[src/rtl/rs_enc_pkg.sv]
// Package: shared symbol width, field arithmetic and framing phase type
// for the framed Reed-Solomon encoder. Assumes a binary extension field
// GF(2^SYM_W) with primitive element 2.
package rs_enc_pkg;

    localparam int unsigned SYM_W = 8;
    localparam logic [SYM_W:0] FIELD_POLY = 9'h11D;

    typedef enum logic [1:0] {
        PH_IDLE = 2'd0,
        PH_DATA = 2'd1,
        PH_PAR  = 2'd2
    } phase_t;

    // Multiply two field elements (shift-and-add with modular reduction).
    function automatic logic [SYM_W-1:0] gf_mul(input logic [SYM_W-1:0] a,
                                                input logic [SYM_W-1:0] b);
        logic [SYM_W-1:0] acc;
        logic [SYM_W-1:0] sh;
        acc = '0;
        sh  = a;
        for (int i = 0; i < SYM_W; i++) begin
            if (b[i]) acc = acc ^ sh;
            if (sh[SYM_W-1]) sh = (sh << 1) ^ FIELD_POLY[SYM_W-1:0];
            else             sh = sh << 1;
        end
        return acc;
    endfunction

    // Coefficient idx (low-degree first) of prod_{i<npar} (x + 2^i).
    function automatic logic [SYM_W-1:0] gen_coef(input int npar, input int idx);
        logic [SYM_W-1:0] g [0:64];
        logic [SYM_W-1:0] root;
        for (int j = 0; j <= 64; j++) g[j] = '0;
        g[0] = 1;
        root = 1;
        for (int i = 0; i < npar; i++) begin
            for (int j = i + 1; j >= 1; j--) g[j] = g[j-1] ^ gf_mul(g[j], root);
            g[0] = gf_mul(g[0], root);
            root = gf_mul(root, 2);
        end
        return g[idx];
    endfunction

endpackage

[src/rtl/rs_gf_cmul.sv]
// Constant GF multiplier: p = a * COEF. Pure combinational; the constant
// is fixed at elaboration so the XOR network reduces to a few gates.
module rs_gf_cmul
    import rs_enc_pkg::*;
#(
    parameter logic [SYM_W-1:0] COEF = 1
) (
    input  logic [SYM_W-1:0] a,
    output logic [SYM_W-1:0] p
);

    // Product by the fixed coefficient.
    assign p = gf_mul(a, COEF);

endmodule

[src/rtl/rs_parity_lfsr.sv]
// Parity shift register: NPAR stages of SYM_W bits dividing the message
// by the generator polynomial. clr zeroes the state in the same cycle it
// absorbs din; shift moves the remainder up one stage with zero feedback.
// Assumes clr only with absorb, and never absorb with shift.
module rs_parity_lfsr
    import rs_enc_pkg::*;
#(
    parameter int unsigned NPAR = 16
) (
    input  logic             clk,
    input  logic             rst_n,
    input  logic             clr,
    input  logic             absorb,
    input  logic             shift,
    input  logic [SYM_W-1:0] din,
    output logic [SYM_W-1:0] top
);

    logic [SYM_W-1:0] r    [NPAR];
    logic [SYM_W-1:0] low  [NPAR];
    logic [SYM_W-1:0] prod [NPAR];
    logic [SYM_W-1:0] nxt  [NPAR];
    logic [SYM_W-1:0] fb;

    // Feedback symbol: input plus top stage (top treated as zero on clear).
    always_comb begin
        fb = '0;
        if (absorb) fb = din ^ (clr ? '0 : r[NPAR-1]);
    end

    for (genvar s = 0; s < NPAR; s++) begin : g_stage
        localparam logic [SYM_W-1:0] COEF_S = gen_coef(NPAR, s);

        rs_gf_cmul #(.COEF(COEF_S)) u_mul (
            .a (fb),
            .p (prod[s])
        );

        if (s == 0) begin : g_bottom
            assign low[s] = '0;
        end else begin : g_upper
            assign low[s] = clr ? '0 : r[s-1];
        end

        assign nxt[s] = low[s] ^ prod[s];
    end

    // State update on absorb or shift; hold otherwise.
    always_ff @(posedge clk) begin
        if (!rst_n) begin
            for (int i = 0; i < NPAR; i++) r[i] <= '0;
        end else if (absorb || shift) begin
            for (int i = 0; i < NPAR; i++) r[i] <= nxt[i];
        end
    end

    assign top = r[NPAR-1];


    shift_order_chk: assert property (@(posedge clk) disable iff (!rst_n)
        (shift && !absorb) |=> (r[NPAR-1] == $past(r[NPAR-2])));


    clear_bottom_chk: assert property (@(posedge clk) disable iff (!rst_n)
        (clr && din == '0) |=> (r[0] == '0));

endmodule

[src/rtl/rs_frame_ctrl.sv]
// Framing controller: tracks data and check phases of the codeword and
// issues absorb / clear / shift strobes. A start pulse always wins and
// restarts the count. Assumes K_DATA > NPAR >= 2.
module rs_frame_ctrl
    import rs_enc_pkg::*;
#(
    parameter int unsigned K_DATA = 188,
    parameter int unsigned NPAR   = 16
) (
    input  logic clk,
    input  logic rst_n,
    input  logic en,
    input  logic start,
    output logic acc,
    output logic clr,
    output logic shift,
    output logic last_acc
);

    localparam int unsigned CNT_W = $clog2(K_DATA);
    localparam logic [CNT_W-1:0] DATA_LAST = CNT_W'(K_DATA - 1);
    localparam logic [CNT_W-1:0] PAR_LAST  = CNT_W'(NPAR - 1);

    phase_t           phase;
    logic [CNT_W-1:0] cnt;

    // Strobes derived from phase, start and enable.
    always_comb begin
        acc      = en && (start || phase == PH_DATA);
        clr      = en && start;
        shift    = en && !start && phase == PH_PAR;
        last_acc = en && !start && phase == PH_DATA && cnt == DATA_LAST;
    end

    // Phase and counter sequencing.
    always_ff @(posedge clk) begin
        if (!rst_n) begin
            phase <= PH_IDLE;
            cnt   <= '0;
        end else if (en) begin
            if (start) begin
                phase <= PH_DATA;
                cnt   <= CNT_W'(1);
            end else begin
                unique case (phase)
                    PH_DATA: begin
                        if (cnt == DATA_LAST) begin
                            phase <= PH_PAR;
                            cnt   <= '0;
                        end else begin
                            cnt <= cnt + 1'b1;
                        end
                    end
                    PH_PAR: begin
                        if (cnt == PAR_LAST) begin
                            phase <= PH_IDLE;
                            cnt   <= '0;
                        end else begin
                            cnt <= cnt + 1'b1;
                        end
                    end
                    default: cnt <= '0;
                endcase
            end
        end
    end


    data_cnt_chk: assert property (@(posedge clk) disable iff (!rst_n)
        (phase == PH_DATA) |-> (cnt != '0 && cnt <= DATA_LAST));


    par_cnt_chk: assert property (@(posedge clk) disable iff (!rst_n)
        (phase == PH_PAR) |-> (cnt <= PAR_LAST));


    par_end_chk: assert property (@(posedge clk) disable iff (!rst_n)
        (phase == PH_PAR && cnt == PAR_LAST && en && !start) |=> (phase == PH_IDLE));

endmodule

[src/rtl/rs_frame_enc.sv]
// Top: framed systematic Reed-Solomon encoder. Data bytes pass through a
// registered output stage; after the last one the parity register is
// shifted out. Valid and parity flags are gated by the enable so each
// byte is presented in exactly one enabled cycle.
// Assumes one start pulse per packet and a 16-cycle gap between packets.
module rs_frame_enc
    import rs_enc_pkg::*;
#(
    parameter int unsigned K_DATA = 188,
    parameter int unsigned NPAR   = 16
) (
    input  logic             clk,
    input  logic             rst_n,
    input  logic             en,
    input  logic             frame_start,
    input  logic [SYM_W-1:0] sym_in,
    output logic [SYM_W-1:0] sym_out,
    output logic             sym_out_vld,
    output logic             parity_flag
);

    logic             acc, clr, shift, last_acc;
    logic [SYM_W-1:0] par_top;
    logic [SYM_W-1:0] dout_r;
    logic             vld_r, par_r;

    rs_frame_ctrl #(.K_DATA(K_DATA), .NPAR(NPAR)) u_ctrl (
        .clk      (clk),
        .rst_n    (rst_n),
        .en       (en),
        .start    (frame_start),
        .acc      (acc),
        .clr      (clr),
        .shift    (shift),
        .last_acc (last_acc)
    );

    rs_parity_lfsr #(.NPAR(NPAR)) u_lfsr (
        .clk    (clk),
        .rst_n  (rst_n),
        .clr    (clr),
        .absorb (acc),
        .shift  (shift),
        .din    (sym_in),
        .top    (par_top)
    );

    // Output register: pass data, then emit check bytes, else go idle.
    always_ff @(posedge clk) begin
        if (!rst_n) begin
            dout_r <= '0;
            vld_r  <= 1'b0;
            par_r  <= 1'b0;
        end else if (en) begin
            if (acc) begin
                dout_r <= sym_in;
                vld_r  <= 1'b1;
                par_r  <= 1'b0;
            end else if (shift) begin
                dout_r <= par_top;
                vld_r  <= 1'b1;
                par_r  <= 1'b1;
            end else begin
                vld_r  <= 1'b0;
                par_r  <= 1'b0;
            end
        end
    end

    assign sym_out     = dout_r;
    assign sym_out_vld = vld_r & en;
    assign parity_flag = par_r & en;


    data_pass_chk: assert property (@(posedge clk) disable iff (!rst_n)
        acc |=> (dout_r == $past(sym_in) && vld_r && !par_r));


    par_follow_chk: assert property (@(posedge clk) disable iff (!rst_n)
        last_acc |=> (vld_r && !par_r) ##1 (!en || (par_r || $past(frame_start))));


    hold_chk: assert property (@(posedge clk) disable iff (!rst_n)
        !en |=> ($stable(dout_r) && $stable(vld_r) && $stable(par_r)));


    par_vld_chk: assert property (@(posedge clk) disable iff (!rst_n)
        par_r |-> vld_r);

endmodule

[config.mk]
export PLATFORM = sky130hd
export DESIGN_NAME = rs_frame_enc
export DESIGN_NICKNAME = d
export VERILOG_FILES = /design/src/rtl/rs_enc_pkg.sv /design/src/rtl/rs_gf_cmul.sv /design/src/rtl/rs_parity_lfsr.sv /design/src/rtl/rs_frame_ctrl.sv /design/src/rtl/rs_frame_enc.sv
export SDC_FILE = /design/constraint.sdc
export NUM_CORES = 1
export LEC_CHECK = 0
export BUFFER_PORTS_ARGS = -buffer_cell sky130_fd_sc_hd__buf_2
export CORE_MARGIN = 2
export CORE_UTILIZATION = 60
export DETAILED_ROUTE_END_ITERATION = 10
export GPL_TIMING_DRIVEN = 0
export PLACE_DENSITY = 0.81
export REMOVE_ABC_BUFFERS = 1
export SLEW_MARGIN = 20
export SYNTH_ARGS = -nofsm -noshare
export SYNTH_HDL_FRONTEND = slang
export SYNTH_SLANG_ARGS = --single-unit
[constraint.sdc]
create_clock -name clk -period 9.32 [get_ports clk]
set_clock_uncertainty 0.15 [all_clocks]
set_input_delay 0 -clock clk [delete_from_list [all_inputs] [get_ports clk]]
set_output_delay 0 -clock clk [all_outputs]
set_load 0.1 [all_outputs]
==> results.md <==
- Worst slack, placed: 5.45 ns
- Worst path cell trace: inv_1 > ha_1 > nand4bb_1 > a31o_2 > inv_2 > xnor2_2 > xnor2_2 > xor2_1 > xnor2_1 > nor2_1
- Total CTS buffers: 17
- Chip height: 131 um
- Width of the die: 131 um
- CP dominant cell by count: xnor2_2
- Cell Area, Synth: 9690 um^2
- Starting Density: 0.612
- Max incr delay on CP: 0.67 ns
- RSZ-0062 raised after global routing: false
- CTS H-tree lvls: 4
- Final-report hold violation count: 0
- Final min period: 4.01 ns
- Crit path kind: register to register
- FF+latch count, synth: 148
- Initial DRC count: 784
- Peak supply drop: 0.159 mV
- Max Freq: 0.249 GHz
- Slew headroom: 0.404
- Overflow left after global routing: 0
- Post-synth cell types: 60
- Post-Synthesis Cells: 937
- Clock buffer depth: 2
- Post-DP HPWL: 14200 um
- Worst Path Max Fanout: 14
- Share of layout cells above drive strength 1: 0.116
- Main synth FF type: edfxtp_1
- Via/cell ratio: 5.74
- Full die area: 17200 um^2
- Wire per inst: 19.4 um
- Row count: 46
- Final worst path period share: 0.430
- Fin Setup TNS: 0 ns
- Area grow syn2layout: 10.8%
- Post-synth EDFFs: 128
- CP endpoint kind: register
- N_diodes: 0
- Seq/Total Area, Yosys: 0.438
- IO Port Bufs: 21
- I/O pin cnt: 22
- Worst-Margin Slew: 0.877 ns
- Critical path arrival: 4.03 ns
- Clock Sinks: 148
- Ys Warns: 0
- Fin. max-slew vios: 0
- CP Launch Type: register
- Initial antenna violation count: 0
- WL final: 22500 um
- Power Density: 259 nW/um^2
- Overall routing resource usage: 0.273
- Reg2Reg Setup Slack: 5.31 ns
- Post-route DRC: 0
- Power Total: 2.79 mW
- CP required: 9.34 ns
- Core Area: 15800 um^2
- Clock Latency Late Sink: 0.44 ns
- Slowest cell on the critical path: a31o_2
- Vias in the first global route: 6301
- First-pass GRT wire length: 34300 um
- CTS tree: done
- Setup ws final: 5.31 ns
- Final setup vio count: 0
- Routed Antenna Nets: 0
- GP Congestion: 0.852
- Routed vias: 6673
- Max cap viols: 0
- Largest net degree at the start of global routing: 73
- Hold Crit Class: primary input to register
- Fillers: 1138
- Outcome: complete, no violations
- Leak: 4.04 nW
- Async S/R FF share, synth: 0
- TritonRoute pass-1 iters: 7
- Avg Cell Area, Syn: 10.3 um^2
- Worst-path clk slew: 0.06 ns
- Clock tree root buffer cell: clkbuf_16
- Nets: 949
-- state kept, by name, indices dropped and copies added, names as in the netlist --
register      count
u_ctrl.cnt        8
u_lfsr.r        128
u_ctrl.phase      2
sym_out           8
vld_r             1
par_r             1
-- cell usage in the layout (no fill, tap or decap), types with 14 or more instances in the layout --
| cell | instances |
|---|---|
| xor2_1 | 74 |
| nor2b_1 | 23 |
| edfxtp_1 | 128 |
| xnor2_1 | 167 |
| nor2_1 | 102 |
| nand3_1 | 14 |
| nand2_1 | 137 |
| dfxtp_1 | 20 |
| clkbuf_16 | 17 |
| o21ai_0 | 15 |
| a21oi_1 | 22 |
| buf_2 | 20 |
| and2_1 | 41 |
-- area by class of cell --
class / count / area [um^2] / area share
sequential: 148 / 4240 / 0.395
tap: 216 / 270 / 0.0252
clock buffer: 18 / 429 / 0.0400
clock inverter: 13 / 208 / 0.0193
inverter: 9 / 33.8 / 0.00315
multi-input combinational: 719 / 5200 / 0.484
timing repair buffer: 39 / 354 / 0.0330
-- layer usage --
layer / vias to the layer above / routed length [um] / track usage
met5: - / 0 / 0
met4: 0 / 606 / 0.103
met1: 3278 / 9490 / 0.371
li1: 3090 / - / -
met2: 256 / 10900 / 0.437
met3: 49 / 1540 / 0.0536
-- report_power, final --
part / internal [mW] / total (mW) / switching, mW
clock network: 0.473 / 0.755 / 0.283
logic: 0.510 / 1.11 / 0.598
registers: 0.864 / 0.923 / 0.0586
total: 1.85 / 2.79 / 0.939
-- cells by family (layout without fill, tap and decap cells) --
logic type      Yosys count  count (layout)  synth area share
compound gates           70              70            0.0497
xor+xnor                272             272             0.284
fa+ha+maj                 3               3           0.00387
buf+inv                  70              79            0.0327
flops                   148             148             0.438
mux                       8               8           0.00943
simple gates            366             366             0.183
-- cells in the mapped netlist (3+ instances only) --
cell type | count | area [um^2]
and2_1 | 41 | 257
clkbuf_1 | 36 | 135
nor2_4 | 3 | 33.8
dfxtp_1 | 20 | 400
buf_1 | 4 | 15.0
nor2_1 | 103 | 387
edfxtp_1 | 128 | 3840
a21oi_1 | 22 | 110
xnor2_4 | 5 | 138
xor2_2 | 4 | 65.1
xnor2_2 | 8 | 130
o21ai_0 | 16 | 80.1
inv_1 | 7 | 26.3
mux2i_1 | 4 | 40.0
buf_4 | 6 | 45.0
nand3_1 | 14 | 70.1
buf_2 | 13 | 65.1
a21boi_0 | 4 | 30.0
xor2_1 | 74 | 648
a222oi_1 | 8 | 80.1
xnor3_1 | 11 | 248
and3b_1 | 7 | 61.3
a21boi_1 | 3 | 22.5
xnor2_1 | 168 | 1470
nor3_1 | 5 | 25.0
ha_1 | 3 | 37.5
and3_1 | 6 | 37.5
nand2_1 | 140 | 526
o22ai_1 | 3 | 18.8
nor3b_1 | 9 | 67.6
nor2b_1 | 23 | 144
o31ai_1 | 3 | 22.5
-- worst max-delay path: cells and delay by family, from the launching register on --
kind,cells,cell delay (ns)
and+or+nand+nor,2,0.24
DFF,1,0.38
adders and majority gates,1,0.39
AOI/OAI and AO/OA,1,0.67
buffers and inverters,2,0.31
xor gates and xnor gates,4,1.60
-- path summary, 6_finish.rpt --
kind,cells after the start,from,endpoint
hold reg to reg,2,vld_r,vld_r
setup reg to reg,10,u_ctrl.phase[1],u_lfsr.r[0][44]
hold / removal,3,frame_start,u_ctrl.cnt[0]
setup / recovery,10,u_ctrl.phase[1],u_lfsr.r[0][44]
-- what timing repair did --
action / 4_1_cts / 5_1_grt
hold buffers: 9 / 0
endpoints found under the hold margin: 9 / 0
setup endpoints to repair: 0 / 0
setup buffers: 0 / 0
resized for setup: 0 / 0
-- metrics by stage --
step           std cells  utilization  hold WS (ns)  area, um^2
6_report            1162        0.679        0.0207       10700
5_1_grt             1162        0.679        0.0467       10700
4_1_cts             1162        0.678       0.00334       10700
3_5_place_dp        1122        0.632         0.189       10000
3_3_place_gp        1113        0.618         0.179        9780
2_1_floorplan        876            -       -0.0606        9410
No activity file was read; power rests on OpenSTA's default activity.
